**src/rtl/mprf_bist_pkg.sv**
```systemverilog
package mprf_bist_pkg;

  typedef enum logic [2:0] {PH_IDLE, PH_INIT, PH_RUN, PH_DRAIN, PH_DONE} phase_e;
  typedef enum logic [1:0] {K_RWL, K_WWL, K_GWL, K_WBL} kind_e;
  typedef enum logic [1:0] {OFF_SAME, OFF_NEXT, OFF_PREV} roff_e;

  typedef struct packed {
    logic  en;
    roff_e off;
    logic  col1;
    logic  val;
  } wop_t;

  typedef struct packed {
    logic  en;
    roff_e off;
    logic  cmp;
    logic  exp;
  } rop_t;

  typedef struct packed {
    wop_t wv;
    wop_t wo;
    rop_t rv;
    rop_t ro;
  } cyc_op_t;

  function automatic wop_t mk_w(roff_e off, logic col1, logic val);
    wop_t w;
    w.en = 1'b1; w.off = off; w.col1 = col1; w.val = val;
    return w;
  endfunction

  function automatic rop_t mk_r(roff_e off, logic cmp, logic exp);
    rop_t r;
    r.en = 1'b1; r.off = off; r.cmp = cmp; r.exp = exp;
    return r;
  endfunction

  // Per-step role table of the four coupling sequences.
  function automatic cyc_op_t decode_step(kind_e k, logic [1:0] s);
    cyc_op_t o;
    o = '0;
    case (k)
      K_RWL: begin
        case (s)
          2'd0: o.wv = mk_w(OFF_SAME, 1'b0, 1'b0);
          2'd1: o.wv = mk_w(OFF_NEXT, 1'b0, 1'b1);
          2'd2: o.rv = mk_r(OFF_SAME, 1'b1, 1'b0);
          default: begin
            o.rv = mk_r(OFF_NEXT, 1'b1, 1'b1);
            o.wv = mk_w(OFF_SAME, 1'b0, 1'b0);
            o.wo = mk_w(OFF_SAME, 1'b0, 1'b0);
            o.ro = mk_r(OFF_SAME, 1'b1, 1'b0);
          end
        endcase
      end
      K_WWL: begin
        case (s)
          2'd0: o.wv = mk_w(OFF_SAME, 1'b0, 1'b0);
          2'd1: begin
            o.wv = mk_w(OFF_NEXT, 1'b0, 1'b1);
            o.wo = mk_w(OFF_SAME, 1'b0, 1'b0);
            o.rv = mk_r(OFF_SAME, 1'b1, 1'b0);
            o.ro = mk_r(OFF_SAME, 1'b1, 1'b0);
          end
          default: o.rv = mk_r(OFF_SAME, 1'b1, 1'b0);
        endcase
      end
      K_GWL: begin
        case (s)
          2'd0: o.wv = mk_w(OFF_SAME, 1'b0, 1'b1);
          2'd1: begin
            o.wv = mk_w(OFF_NEXT, 1'b0, 1'b0);
            o.wo = mk_w(OFF_SAME, 1'b1, 1'b0);
            o.rv = mk_r(OFF_SAME, 1'b1, 1'b1);
            o.ro = mk_r(OFF_SAME, 1'b1, 1'b1);
          end
          default: o.rv = mk_r(OFF_SAME, 1'b1, 1'b1);
        endcase
      end
      default: begin
        case (s)
          2'd0: o.wv = mk_w(OFF_SAME, 1'b0, 1'b1);
          2'd1: begin
            o.wv = mk_w(OFF_SAME, 1'b0, 1'b0);
            o.wo = mk_w(OFF_PREV, 1'b0, 1'b1);
            o.rv = mk_r(OFF_PREV, 1'b0, 1'b0);
            o.ro = mk_r(OFF_PREV, 1'b0, 1'b0);
          end
          default: o.rv = mk_r(OFF_SAME, 1'b1, 1'b0);
        endcase
      end
    endcase
    return o;
  endfunction

endpackage

```
**src/rtl/mprf_bist_seq.sv**
```systemverilog
module mprf_bist_seq
  import mprf_bist_pkg::*;
#(
  parameter int NRD  = 3,
  parameter int NWR  = 2,
  parameter int ROWS = 8,
  parameter int COLS = 4,
  localparam int RAW = (ROWS > 2) ? $clog2(ROWS) : 1,
  localparam int CAW = (COLS > 2) ? $clog2(COLS) : 1,
  localparam int PMX = (NRD > NWR) ? NRD : NWR,
  localparam int PIW = (PMX > 2) ? $clog2(PMX) : 1
) (
  input  logic           clk,
  input  logic           rst_n,
  input  logic           start,
  output logic           busy,
  output logic           done,
  output logic           clr,
  output cyc_op_t        op,
  output logic [RAW-1:0] base_row,
  output logic [CAW-1:0] base_col,
  output logic [PIW-1:0] wv_idx,
  output logic [PIW-1:0] rv_idx
);

  localparam logic [RAW-1:0] ROW_LAST = RAW'(ROWS - 1);
  localparam logic [RAW-1:0] ROW_PEN  = RAW'(ROWS - 2);
  localparam logic [CAW-1:0] COL_LAST = CAW'(COLS - 1);
  localparam logic [PIW-1:0] RD_LAST  = PIW'(NRD - 1);
  localparam logic [PIW-1:0] WR_LAST  = PIW'(NWR - 1);

  phase_e         phase_q, phase_d;
  kind_e          kind_q, kind_d;
  logic [PIW-1:0] port_q, port_d;
  logic [RAW-1:0] row_q, row_d;
  logic [CAW-1:0] col_q, col_d;
  logic [1:0]     step_q, step_d;
  logic           seq_en;
  logic           idle_like;
  logic           step_last, row_last, port_last;

  function automatic logic [RAW-1:0] first_row(kind_e k);
    return (k == K_WBL) ? RAW'(1) : '0;
  endfunction

  assign idle_like = (phase_q == PH_IDLE) || (phase_q == PH_DONE);
  assign clr       = idle_like && start;
  assign seq_en    = !idle_like || start;

  assign step_last = (kind_q == K_RWL) ? (step_q == 2'd3) : (step_q == 2'd2);
  assign row_last  = (kind_q == K_WBL) ? (row_q == ROW_LAST) : (row_q == ROW_PEN);
  assign port_last = (kind_q == K_RWL) ? (port_q == RD_LAST) : (port_q == WR_LAST);

  always_comb begin
    phase_d = phase_q;
    kind_d  = kind_q;
    port_d  = port_q;
    row_d   = row_q;
    col_d   = col_q;
    step_d  = step_q;
    case (phase_q)
      PH_IDLE, PH_DONE: begin
        if (start) begin
          phase_d = PH_INIT;
          kind_d  = K_RWL;
          port_d  = '0;
          row_d   = '0;
          col_d   = '0;
          step_d  = '0;
        end
      end
      PH_INIT: begin
        if (col_q == COL_LAST) begin
          col_d = '0;
          if (row_q == ROW_LAST) begin
            phase_d = PH_RUN;
            row_d   = first_row(K_RWL);
          end else begin
            row_d = row_q + 1'b1;
          end
        end else begin
          col_d = col_q + 1'b1;
        end
      end
      PH_RUN: begin
        if (step_last) begin
          step_d = '0;
          if (row_last) begin
            if (port_last) begin
              port_d = '0;
              if (kind_q == K_WBL) begin
                phase_d = PH_DRAIN;
              end else begin
                kind_d = kind_e'(kind_q + 2'd1);
                row_d  = first_row(kind_e'(kind_q + 2'd1));
              end
            end else begin
              port_d = port_q + 1'b1;
              row_d  = first_row(kind_q);
            end
          end else begin
            row_d = row_q + 1'b1;
          end
        end else begin
          step_d = step_q + 2'd1;
        end
      end
      PH_DRAIN: phase_d = PH_DONE;
      default:  phase_d = PH_IDLE;
    endcase
  end

  always_ff @(posedge clk or negedge rst_n) begin
    if (!rst_n) begin
      phase_q <= PH_IDLE;
      kind_q  <= K_RWL;
      port_q  <= '0;
      row_q   <= '0;
      col_q   <= '0;
      step_q  <= '0;
    end else if (seq_en) begin
      phase_q <= phase_d;
      kind_q  <= kind_d;
      port_q  <= port_d;
      row_q   <= row_d;
      col_q   <= col_d;
      step_q  <= step_d;
    end
  end

  assign busy = (phase_q == PH_INIT) || (phase_q == PH_RUN) || (phase_q == PH_DRAIN);
  assign done = (phase_q == PH_DONE);

  always_comb begin
    op = '0;
    if (phase_q == PH_RUN) begin
      op = decode_step(kind_q, step_q);
    end else if (phase_q == PH_INIT) begin
      op.wv = mk_w(OFF_SAME, 1'b0, 1'b1);
    end
  end

  assign base_row = row_q;
  assign base_col = (phase_q == PH_INIT) ? col_q : '0;
  assign wv_idx   = ((phase_q == PH_RUN) && (kind_q != K_RWL)) ? port_q : '0;
  assign rv_idx   = (kind_q == K_RWL) ? port_q : PIW'(port_q % NRD);

  AST_START_TO_BUSY: assert property (@(posedge clk) disable iff (!rst_n)
    (start && idle_like) |=> busy);
  AST_DONE_HOLD: assert property (@(posedge clk) disable iff (!rst_n)
    (done && !start) |=> done);

endmodule

```
**src/rtl/mprf_bist_portmux.sv**
```systemverilog
module mprf_bist_portmux
  import mprf_bist_pkg::*;
#(
  parameter int NRD  = 3,
  parameter int NWR  = 2,
  parameter int ROWS = 8,
  parameter int COLS = 4,
  parameter int DW   = 8,
  localparam int RAW = (ROWS > 2) ? $clog2(ROWS) : 1,
  localparam int CAW = (COLS > 2) ? $clog2(COLS) : 1,
  localparam int PMX = (NRD > NWR) ? NRD : NWR,
  localparam int PIW = (PMX > 2) ? $clog2(PMX) : 1
) (
  input  cyc_op_t            op,
  input  logic [RAW-1:0]     base_row,
  input  logic [CAW-1:0]     base_col,
  input  logic [PIW-1:0]     wv_idx,
  input  logic [PIW-1:0]     rv_idx,
  output logic [NWR-1:0]     wr_en,
  output logic [NWR*RAW-1:0] wr_row,
  output logic [NWR*CAW-1:0] wr_col,
  output logic [NWR*DW-1:0]  wr_data,
  output logic [NRD-1:0]     rd_en,
  output logic [NRD*RAW-1:0] rd_row,
  output logic [NRD*CAW-1:0] rd_col,
  output logic [NRD-1:0]     rd_cmp,
  output logic [NRD-1:0]     rd_exp
);

  // Shared address generator: three row candidates and two column candidates.
  logic [RAW-1:0] row_same, row_next, row_prev;
  logic [CAW-1:0] col_base, col_plus;

  assign row_same = base_row;
  assign row_next = base_row + 1'b1;
  assign row_prev = base_row - 1'b1;
  assign col_base = base_col;
  assign col_plus = base_col + 1'b1;

  function automatic logic [RAW-1:0] pick_row(roff_e off, logic [RAW-1:0] rs,
                                              logic [RAW-1:0] rn, logic [RAW-1:0] rp);
    case (off)
      OFF_NEXT: return rn;
      OFF_PREV: return rp;
      default:  return rs;
    endcase
  endfunction

  for (genvar gi = 0; gi < NWR; gi++) begin : g_wr
    wop_t sel;
    always_comb begin
      sel = (wv_idx == PIW'(gi)) ? op.wv : op.wo;
    end
    assign wr_en[gi]                = sel.en;
    assign wr_row[gi*RAW +: RAW]    = pick_row(sel.off, row_same, row_next, row_prev);
    assign wr_col[gi*CAW +: CAW]    = sel.col1 ? col_plus : col_base;
    assign wr_data[gi*DW +: DW]     = {DW{sel.val}};
  end

  for (genvar gr = 0; gr < NRD; gr++) begin : g_rd
    rop_t sel;
    always_comb begin
      sel = (rv_idx == PIW'(gr)) ? op.rv : op.ro;
    end
    assign rd_en[gr]             = sel.en;
    assign rd_row[gr*RAW +: RAW] = pick_row(sel.off, row_same, row_next, row_prev);
    assign rd_col[gr*CAW +: CAW] = col_base;
    assign rd_cmp[gr]            = sel.en && sel.cmp;
    assign rd_exp[gr]            = sel.exp;
  end

endmodule

```
**src/rtl/mprf_bist_cmp.sv**
```systemverilog
module mprf_bist_cmp #(
  parameter int NRD = 3,
  parameter int RAW = 3,
  parameter int CAW = 2,
  parameter int DW  = 8,
  parameter int PIW = 2
) (
  input  logic               clk,
  input  logic               rst_n,
  input  logic               clr,
  input  logic [NRD-1:0]     iss_cmp,
  input  logic [NRD-1:0]     iss_exp,
  input  logic [NRD*RAW-1:0] iss_row,
  input  logic [NRD*CAW-1:0] iss_col,
  input  logic [NRD*DW-1:0]  rd_data,
  output logic               fail,
  output logic [PIW-1:0]     fail_port,
  output logic [RAW-1:0]     fail_row,
  output logic [CAW-1:0]     fail_col
);

  logic [NRD-1:0]     cmp_q, exp_q, mism;
  logic [NRD*RAW-1:0] row_q;
  logic [NRD*CAW-1:0] col_q;
  logic               fail_q, fail_d;
  logic [PIW-1:0]     port_q, port_d;
  logic [RAW-1:0]     frow_q, frow_d;
  logic [CAW-1:0]     fcol_q, fcol_d;
  logic               cap;

  // Expected values held for the one-cycle read latency.
  always_ff @(posedge clk or negedge rst_n) begin
    if (!rst_n) begin
      cmp_q <= '0;
      exp_q <= '0;
      row_q <= '0;
      col_q <= '0;
    end else begin
      cmp_q <= clr ? '0 : iss_cmp;
      exp_q <= iss_exp;
      row_q <= iss_row;
      col_q <= iss_col;
    end
  end

  for (genvar gp = 0; gp < NRD; gp++) begin : g_cmp
    assign mism[gp] = cmp_q[gp] && (rd_data[gp*DW +: DW] != {DW{exp_q[gp]}});
  end

  always_comb begin
    port_d = port_q;
    frow_d = frow_q;
    fcol_d = fcol_q;
    cap    = !fail_q && (|mism);
    for (int i = NRD - 1; i >= 0; i--) begin
      if (mism[i]) begin
        port_d = PIW'(i);
        frow_d = row_q[i*RAW +: RAW];
        fcol_d = col_q[i*CAW +: CAW];
      end
    end
    fail_d = fail_q || cap;
  end

  always_ff @(posedge clk or negedge rst_n) begin
    if (!rst_n) begin
      fail_q <= 1'b0;
      port_q <= '0;
      frow_q <= '0;
      fcol_q <= '0;
    end else if (clr) begin
      fail_q <= 1'b0;
      port_q <= '0;
      frow_q <= '0;
      fcol_q <= '0;
    end else if (cap) begin
      fail_q <= fail_d;
      port_q <= port_d;
      frow_q <= frow_d;
      fcol_q <= fcol_d;
    end
  end

  assign fail      = fail_q;
  assign fail_port = port_q;
  assign fail_row  = frow_q;
  assign fail_col  = fcol_q;

  AST_FAIL_STICKY: assert property (@(posedge clk) disable iff (!rst_n)
    (fail_q && !clr) |=> fail_q);
  AST_FAIL_INFO_FROZEN: assert property (@(posedge clk) disable iff (!rst_n)
    (fail_q && !clr) |=> ($stable(frow_q) && $stable(port_q)));

endmodule

```
**src/rtl/mprf_bist.sv**
```systemverilog
module mprf_bist
  import mprf_bist_pkg::*;
#(
  parameter int NRD  = 3,
  parameter int NWR  = 2,
  parameter int ROWS = 8,
  parameter int COLS = 4,
  parameter int DW   = 8,
  localparam int RAW = (ROWS > 2) ? $clog2(ROWS) : 1,
  localparam int CAW = (COLS > 2) ? $clog2(COLS) : 1,
  localparam int PMX = (NRD > NWR) ? NRD : NWR,
  localparam int PIW = (PMX > 2) ? $clog2(PMX) : 1
) (
  input  logic               clk,
  input  logic               rst_n,
  input  logic               start,
  output logic               busy,
  output logic               done,
  output logic               fail,
  output logic [PIW-1:0]     fail_port,
  output logic [RAW-1:0]     fail_row,
  output logic [CAW-1:0]     fail_col,
  output logic [NWR-1:0]     wr_en,
  output logic [NWR*RAW-1:0] wr_row,
  output logic [NWR*CAW-1:0] wr_col,
  output logic [NWR*DW-1:0]  wr_data,
  output logic [NRD-1:0]     rd_en,
  output logic [NRD*RAW-1:0] rd_row,
  output logic [NRD*CAW-1:0] rd_col,
  input  logic [NRD*DW-1:0]  rd_data
);

  logic [1:0]     rsync_q;
  logic           rst_core_n;
  logic           clr;
  cyc_op_t        op;
  logic [RAW-1:0] base_row;
  logic [CAW-1:0] base_col;
  logic [PIW-1:0] wv_idx, rv_idx;
  logic [NRD-1:0] rd_cmp, rd_exp;

  // Reset asserts at once, deasserts after two clock edges.
  always_ff @(posedge clk or negedge rst_n) begin
    if (!rst_n) rsync_q <= '0;
    else        rsync_q <= {rsync_q[0], 1'b1};
  end
  assign rst_core_n = rsync_q[1];

  mprf_bist_seq #(
    .NRD(NRD), .NWR(NWR), .ROWS(ROWS), .COLS(COLS)
  ) u_seq (
    .clk      (clk),
    .rst_n    (rst_core_n),
    .start    (start),
    .busy     (busy),
    .done     (done),
    .clr      (clr),
    .op       (op),
    .base_row (base_row),
    .base_col (base_col),
    .wv_idx   (wv_idx),
    .rv_idx   (rv_idx)
  );

  mprf_bist_portmux #(
    .NRD(NRD), .NWR(NWR), .ROWS(ROWS), .COLS(COLS), .DW(DW)
  ) u_mux (
    .op       (op),
    .base_row (base_row),
    .base_col (base_col),
    .wv_idx   (wv_idx),
    .rv_idx   (rv_idx),
    .wr_en    (wr_en),
    .wr_row   (wr_row),
    .wr_col   (wr_col),
    .wr_data  (wr_data),
    .rd_en    (rd_en),
    .rd_row   (rd_row),
    .rd_col   (rd_col),
    .rd_cmp   (rd_cmp),
    .rd_exp   (rd_exp)
  );

  mprf_bist_cmp #(
    .NRD(NRD), .RAW(RAW), .CAW(CAW), .DW(DW), .PIW(PIW)
  ) u_cmp (
    .clk       (clk),
    .rst_n     (rst_core_n),
    .clr       (clr),
    .iss_cmp   (rd_cmp),
    .iss_exp   (rd_exp),
    .iss_row   (rd_row),
    .iss_col   (rd_col),
    .rd_data   (rd_data),
    .fail      (fail),
    .fail_port (fail_port),
    .fail_row  (fail_row),
    .fail_col  (fail_col)
  );

  AST_BUSY_DONE_EXCL: assert property (@(posedge clk) disable iff (!rst_core_n)
    !(busy && done));
  AST_QUIET_WHEN_IDLE: assert property (@(posedge clk) disable iff (!rst_core_n)
    !busy |-> ((wr_en == '0) && (rd_en == '0)));

endmodule

```
**config.mk**
```make
export PLATFORM = sky130hd
export DESIGN_NAME = mprf_bist
export DESIGN_NICKNAME = d
export VERILOG_FILES = /design/src/rtl/mprf_bist_pkg.sv /design/src/rtl/mprf_bist_seq.sv /design/src/rtl/mprf_bist_portmux.sv /design/src/rtl/mprf_bist_cmp.sv /design/src/rtl/mprf_bist.sv
export SDC_FILE = /design/constraint.sdc
export NUM_CORES = 1
export LEC_CHECK = 0
export BUFFER_PORTS_ARGS = -buffer_cell sky130_fd_sc_hd__buf_2
export CAP_MARGIN = 20
export CORE_ASPECT_RATIO = 1.4
export CORE_MARGIN = 10
export CORE_UTILIZATION = 40
export CTS_BUF_LIST = sky130_fd_sc_hd__clkbuf_8
export CTS_CLUSTER_DIAMETER = 60
export DETAILED_ROUTE_END_ITERATION = 12
export PLACE_DENSITY_LB_ADDON = 0.12
export SYNTH_ARGS = -nofsm -noshare
export SYNTH_HDL_FRONTEND = slang
export SYNTH_SLANG_ARGS = --single-unit
```
**constraint.sdc**
```tcl
create_clock -name clk -period 4 [get_ports clk]
set_input_delay 0.4 -clock clk [delete_from_list [all_inputs] [get_ports clk]]
set_output_delay 0.4 -clock clk [all_outputs]
set_load 0.01 [all_outputs]
```
==> results of run 1 <==
==> flip-flops by register name, indices dropped and copies added (netlist names) <==
name	flops
rsync_q	2
u_cmp.cmp_q	3
u_cmp.col_q	2
u_cmp.exp_q	3
u_cmp.fail	1
u_cmp.fail_col	2
u_cmp.fail_port	2
u_cmp.fail_row	3
u_cmp.row_q	9
u_seq.base_row	3
u_seq.col_q	2
u_seq.kind_q	2
u_seq.phase_q	3
u_seq.port_q	2
u_seq.step_q	2
==> cell usage in the layout (no fill, tap or decap), drive strengths merged, types with 4 or more instances in the layout <==
cell,n
o21ai,36
buf,86
nand2,49
o211ai,6
nand4,5
dfrtp,41
inv,21
a221o,4
nor3,8
a21oi,15
o31ai,4
nand3,15
nand2b,4
a21boi,4
and2,7
clkbuf,5
mux2,4
a211oi,4
nor2,35
mux2i,11
o32ai,4
ha,27
==> layer usage <==
metal / global-route usage (%) / wire length, um / vias up
li1: - / - / 1483
met1: 16.5 / 3450 / 1405
met2: 27.5 / 4890 / 76
met3: 3.09 / 515 / 27
met4: 5.92 / 330 / 0
met5: 0 / 0 / -
==> area by class of cell <==
class,instances,area share (%)
clock buffer,5,1.89
clock inverter,3,0.686
inverter,20,2.06
multi-input combinational,291,51.5
sequential,41,28.1
tap,100,3.43
timing repair buffer,87,12.3
==> worst paths after layout <==
path	start	to	slack, ps	cells past startpoint
min	rsync_q[1]	u_cmp.fail_col[1]	300	1
max reg2reg	u_seq.port_q[0]	u_cmp.row_q[2]	1300	9
min reg2reg	rsync_q[1]	u_cmp.fail_col[1]	300	1
max	u_seq.port_q[0]	rd_row[2]	570	10
min in group clk	rsync_q[0]	rsync_q[1]	360	0
max in group asynchronous	rsync_q[1]	u_seq.port_q[0]	3340	1
==> cells by family after synthesis <==
kind of cell             after synthesis  share of synthesized area (%)
multiplexers                          15                           4.84
AND/OR/NAND/NOR                      143                           21.5
XOR/XNOR                               2                          0.547
flip-flops                            41                           32.0
other                                  1                          0.117
buffers and inverters                 57                           9.30
adder cells (fa/ha/maj)               27                           10.5
AO/OA/AOI/OAI                        103                           21.1
==> metrics by stage <==
stage	setup slack (ps)	hold slack, ps	util (%)
floorplan	1170	104	-
global placement	1020	188	45.5
detailed placement	940	191	45.5
CTS	597	341	46.8
global route	340	371	46.8
finish	566	300	46.8
==> what timing repair did <==
action,CTS,global route
hold endpoints to repair,2,0
hold buffers,1,0
setup endpoints to repair,0,0
==> where the power goes <==
part           switching, uW  total [uW]  internal (uW)
combinational            829        1340            513
sequential               137         665            528
clock                    172         298            126
total                   1140        2310           1170
==> results.sh, run 1 <==
export IMPL_outcome="finished, final reports clean"
export IMPL_fin_cells=547
export IMPL_finClkSkew_ps=9.55
export IMPL_path_buf_inv=2
export IMPL_synthDistinctLibCells=61
export IMPL_synth_yosys_seq_area_share_pct=32.0
export IMPL_synthesis_instances=389
export IMPL_dp_cells=538
export IMPL_place_gp_congestion=0.913
export IMPL_fin_crit_ps=3430
export IMPL_max_stage_delay_ps=480
export IMPL_hpwl_mm=7.29
export IMPL_synth_area_leaders="dfrtp_1 (32%), ha_1 (11%), nand2_1 (5.7%), o21ai_0 (5.3%), buf_4 (4.5%)"
export IMPL_grt_pass1_wl_mm=14.9
export IMPL_n_antenna_cell=0
export IMPL_end_kind="primary output"
export IMPL_arrival_ps=3030
export IMPL_via_count=2991
export IMPL_yosys_warnings=0
export IMPL_crit_type="reg -> out"
export IMPL_clock_tree_root_cell="clkbuf_8"
export IMPL_cp_common_cell="ha_1"
export IMPL_grt_max_degree=40
export IMPL_period_share_pct=85.8
export IMPL_setup_viol=0
export IMPL_grt_pass1_vias=2887
export IMPL_drt_wl_total_mm=9.18
export IMPL_cp_required_ps=3600
export IMPL_p_per_area_nw_per_um2=632
export IMPL_max_freq_ghz=0.291
export IMPL_initial_core_util_pct=41.1
export IMPL_cts_max_path_buffers=2
export IMPL_placed_area_um2=3550
export IMPL_start_kind="register"
export IMPL_drc=0
export IMPL_synthArstFlopShare_pct=100
export IMPL_crit_chain="inv_1 > ha_1 > nor3_1 > a21oi_1 > mux2i_1 > nor2_1 > ha_1 > o21ai_0 > a221o_1 > buf_2"
export IMPL_crit_slowest_cell="dfrtp_1"
export IMPL_drtIter0Drc=137
export IMPL_firstDrtPassIters=4
export IMPL_grt_use_total_pct=15.2
export IMPL_clkLatencyLatePin_ps=310
export IMPL_antenna_found_initial=0
export IMPL_via_per_inst=5.47
export IMPL_finalHoldViolCount=0
export IMPL_synthFlopType="dfrtp_1"
export IMPL_cts_tree="done"
export IMPL_grt_setup_unrepaired="false"
export IMPL_power_total_uw=2310
export IMPL_finalNetCount=500
export IMPL_synth_edf_count=0
export IMPL_antenna_left=0
export IMPL_p_leak_uw=0.00181
export IMPL_drive_above_1_share_pct=23.0
export IMPL_stdcell_area_um2=3650
export IMPL_cts_resized_gates=0
export IMPL_synth_common_cells="nand2_1 (49), dfrtp_1 (41), nor2_1 (34), o21ai_0 (34), ha_1 (27)"
export IMPL_synth_most_common_cell="nand2_1"
export IMPL_slew_headroom_pct=58.2
export IMPL_multi_input_area_um2=1880
export IMPL_hp_class="reg -> async"
export IMPL_dieArea_um2=12000
export IMPL_clkTransAtPathRegs_ps=100
export IMPL_die_y_um=126
export IMPL_fin_setup_tns_ps=0
export IMPL_fp_coreArea_um2=7800
export IMPL_h_tree_depth=2
export IMPL_layout_area_seq_um2=1030
export IMPL_maxCapViolCount=0
export IMPL_critPathMaxFanout=11
export IMPL_portBuffers=82
export IMPL_syn_area_per_cell_um2=8.23
export IMPL_yosysTopAreaCell="dfrtp_1"
export IMPL_wl_per_cell_um=16.8
export IMPL_syn_num_nets=443
export IMPL_die_w_um=95.6
export IMPL_peakVddDrop_mv=0.297
export IMPL_post_cts_buffers=0
export IMPL_synth_seq_cells=41
export IMPL_slew_violations=0
export IMPL_synth_top_cell_area_share_pct=32.0
export IMPL_cts_buffers=5
export IMPL_fillers=814
export IMPL_cp_top_family="compound AO/OA/AOI/OAI gates"
export IMPL_num_rows=38
export IMPL_top_level_ports=83
export IMPL_tightest_slew_ps=622
export IMPL_numClockSinks=41
export IMPL_overflow=0
export IMPL_area_growth_pct=13.9
export IMPL_synthesis_area_um2=3200
Power figures use the tool's default switching activity.
==> inputs of run 2 (changes only) <==
--- a/config.mk
+++ b/config.mk
@@ -7,7 +7,7 @@
 export LEC_CHECK = 0
 export BUFFER_PORTS_ARGS = -buffer_cell sky130_fd_sc_hd__buf_2
 export CAP_MARGIN = 20
-export CORE_ASPECT_RATIO = 1.4
+export CORE_ASPECT_RATIO = 1.25
 export CORE_MARGIN = 10
 export CORE_UTILIZATION = 40
 export CTS_BUF_LIST = sky130_fd_sc_hd__clkbuf_8
@@ -16,4 +16,5 @@
 export PLACE_DENSITY_LB_ADDON = 0.12
 export SYNTH_ARGS = -nofsm -noshare
 export SYNTH_HDL_FRONTEND = slang
+export SYNTH_HIERARCHICAL = 1
 export SYNTH_SLANG_ARGS = --single-unit
==> run 2 against run 1 <==
Via count is 9.4% higher. Total power is 8.0% lower. Clock power is 22% higher. Cell count is 12% higher. Combinational power is 21% lower. Critical path depth is 2 lower. Register-to-register slack worse by 170 ps. Sequential power is 4.8% higher. Largest power group unchanged.
==> results.sh, run 2 <==
export IMPL_maxCapViolCount=0
export IMPL_fin_crit_ps=3740
export IMPL_synthArstFlopShare_pct=100
export IMPL_r2r_setup_slack_ps=1130
export IMPL_fp_coreArea_um2=9510
export IMPL_area_growth_pct=10.8
export IMPL_placed_area_um2=4140
export IMPL_slew_headroom_pct=39.3
export IMPL_synth_top_cell_area_share_pct=29.2
export IMPL_synth_most_common_cell="dfrtp_1"
export IMPL_p_per_area_nw_per_um2=497
export IMPL_p_leak_uw=0.00211
export IMPL_via_per_inst=5.33
export IMPL_cts_resized_gates=0
export IMPL_tightest_slew_ps=911
export IMPL_syn_area_per_cell_um2=8.85
export IMPL_utilization_pct=44.9
export IMPL_finalNetCount=547
export IMPL_internal_power_uw=1220
export IMPL_die_w_um=108
export IMPL_combPwrFrac_pct=49.9
export IMPL_wl_per_cell_um=16.1
export IMPL_hp_class="reg -> reg"
export IMPL_firstDrtPassIters=4
export IMPL_setup_viol=0
export IMPL_hold_start="rsync_q[0]"
export IMPL_synthFlopType="dfrtp_1"
export IMPL_reg_top3="u_cmp/row_q (9), u_cmp/col_q (6)"
export IMPL_fin_setup_tns_ps=0
export IMPL_grt_use_total_pct=14.0
export IMPL_drive_above_1_share_pct=26.0
export IMPL_initial_core_util_pct=40.5
export IMPL_n_antenna_cell=0
export IMPL_yosys_warnings=6
export IMPL_drtIter0Drc=169
export IMPL_max_freq_ghz=0.267
export IMPL_finClkSkew_ps=5.07
export IMPL_clkTransAtPathRegs_ps=90
export IMPL_synth_yosys_seq_area_share_pct=29.2
export IMPL_finalHoldViolCount=0
export IMPL_reg2regPathDepth=8
export IMPL_antenna_left=0
export IMPL_grt_pass1_vias=3255
export IMPL_use_met3_pct=3.23
export IMPL_antenna_found_initial=0
export IMPL_synthDistinctLibCells=68
export IMPL_grt_pass1_wl_mm=16.0
export IMPL_critPathMaxFanout=17
export IMPL_synthesis_instances=435
export IMPL_synth_edf_count=0
export IMPL_whs_path_depth=0
export IMPL_synth_seq_cells=45
export IMPL_largest_reg_flops=9
export IMPL_dieArea_um2=14000
export IMPL_end_kind="primary output"
export IMPL_arrival_ps=3340
export IMPL_cts_tree="done"
export IMPL_portBuffers=82
export IMPL_peakVddDrop_mv=0.251
export IMPL_cts_max_path_buffers=2
export IMPL_post_cts_buffers=0
export IMPL_yosysTopAreaCell="dfrtp_1"
export IMPL_largest_register="u_cmp/row_q"
export IMPL_crit_type="reg -> out"
export IMPL_place_gp_congestion=0.844
export IMPL_grt_setup_unrepaired="false"
export IMPL_hold_end="rsync_q[1]"
export IMPL_top_level_ports=83
export IMPL_rr_endpoint="u_cmp/row_q[5]"
export IMPL_ctsHoldBuffers=1
export IMPL_cts_buffers=5
export IMPL_h_tree_depth=2
export IMPL_clkLatencyLatePin_ps=310
export IMPL_synth_common_cells="dfrtp_1 (45), nand2_1 (36), nor2_1 (35)"
export IMPL_pwr_share_clk_pct=17.2
export IMPL_overflow=0
export IMPL_drt_wl_total_mm=9.90
export IMPL_clock_tree_root_cell="clkbuf_8"
export IMPL_power_frac_seq_pct=32.9
export IMPL_cp_required_ps=3600
export IMPL_synthesis_area_um2=3850
export IMPL_via_count=3271
export IMPL_outcome="finished, final reports clean"
export IMPL_synth_area_leaders="dfrtp_1 (29%), ha_1 (11%), buf_4 (5.8%), mux2_2 (4.7%), mux2i_1 (4.4%)"
export IMPL_hpwl_mm=7.86
export IMPL_r2r_start="u_seq/phase_q[1]"
export IMPL_met2_usage_pct=26.0
export IMPL_final_cell_mix="buf_2 (82), dfrtp_1 (44), nand2_1 (36), nor2_1 (35), ha_1 (33)"
export IMPL_p_sw_uw=900
export IMPL_grt_max_degree=44
export IMPL_drc=0
export IMPL_stdcell_area_um2=4270
export IMPL_slew_violations=0
export IMPL_switching_share_pct=42.4
export IMPL_start_kind="register"
export IMPL_numClockSinks=45
export IMPL_met1_usage_pct=15.2
export IMPL_num_rows=40
export IMPL_final_common_cell="buf_2"
export IMPL_timing_final_ws_setup_ps=258
export IMPL_dp_slack_ps=620
export IMPL_die_y_um=130
export IMPL_period_share_pct=93.6
export IMPL_grt_busiest_layer="met2"
-- run 2: cell types whose count changed after synthesis, moves of 6 or more --
cell | previous run | this run
mux2_2 | 4 | 16
buf_4 | 19 | 30
ha_1 | 27 | 33
and3_1 | 2 | 8
nand2b_1 | 4 | 13
mux2i_1 | 11 | 17
nand2_1 | 49 | 36
-- run 2: metal layers --
layer	up-vias	share of wire (%)
li1	1614	-
met1	1573	40
met2	71	54
met3	13	4.8
met4	0	1.7
met5	-	0
-- run 2: worst max-delay path by stage --
stage / startpoint / to / slack, ps / cells after the start
after global routing: u_seq/phase_q[1] / wr_row[5] / 70 / 8
after detailed placement: u_seq/phase_q[1] / wr_row[5] / 620 / 8
after CTS: u_seq/phase_q[1] / wr_row[5] / 260 / 8
after global placement: u_seq/phase_q[1] / wr_row[5] / 680 / 8
after floorplan: u_seq/kind_q[0] / rd_row[5] / 700 / 11
final: u_seq/phase_q[1] / wr_row[5] / 260 / 8
-- run 2: final cells by class --
type,instances,area [um^2]
fill,979,5240
multi-input combinational,323,2320
sequential,45,1130
timing repair buffer,86,443
tap,126,158
inverter,26,97.6
clock buffer,6,82.6
clock inverter,2,37.5
-- run 2: cell families (layout without fill, tap and decap cells) --
family | after synthesis | in the layout | synth area share (%)
flops | 45 | 45 | 29.2
buf+inv | 70 | 120 | 10.8
xor+xnor | 4 | 4 | 0.910
simple gates | 148 | 148 | 20.7
other cells | 2 | 5 | 0.195
fa+ha+maj | 34 | 34 | 11.0
compound gates | 97 | 97 | 17.3
mux | 35 | 35 | 9.88
-- run 2: through the flow --
stage               power [uW]  hold slack (ps)  instances
detailed placement        1780              188        605
global placement          1770              186        605
CTS                       2160              343        614
finish                    2120              351        614
global route              2310              362        614
floorplan                 1490              104        438
-- run 2: power groups by stage --
stage	clock network (uW)	logic (uW)	registers, uW
after floorplan	0	847	639
after global placement	0	1070	703
after detailed placement	0	1070	706
after CTS	382	1080	697
after global routing	404	1190	719
final	365	1060	697
-- run 2: critical path: stages, from the launching register on --
cell and delay, ps:
dfrtp_1 650, or3b_1 560, nor3_1 280, nor2b_1 240, mux2_2 370, ha_1 350, a221o_1 280, a21o_1 170
buf_2 130
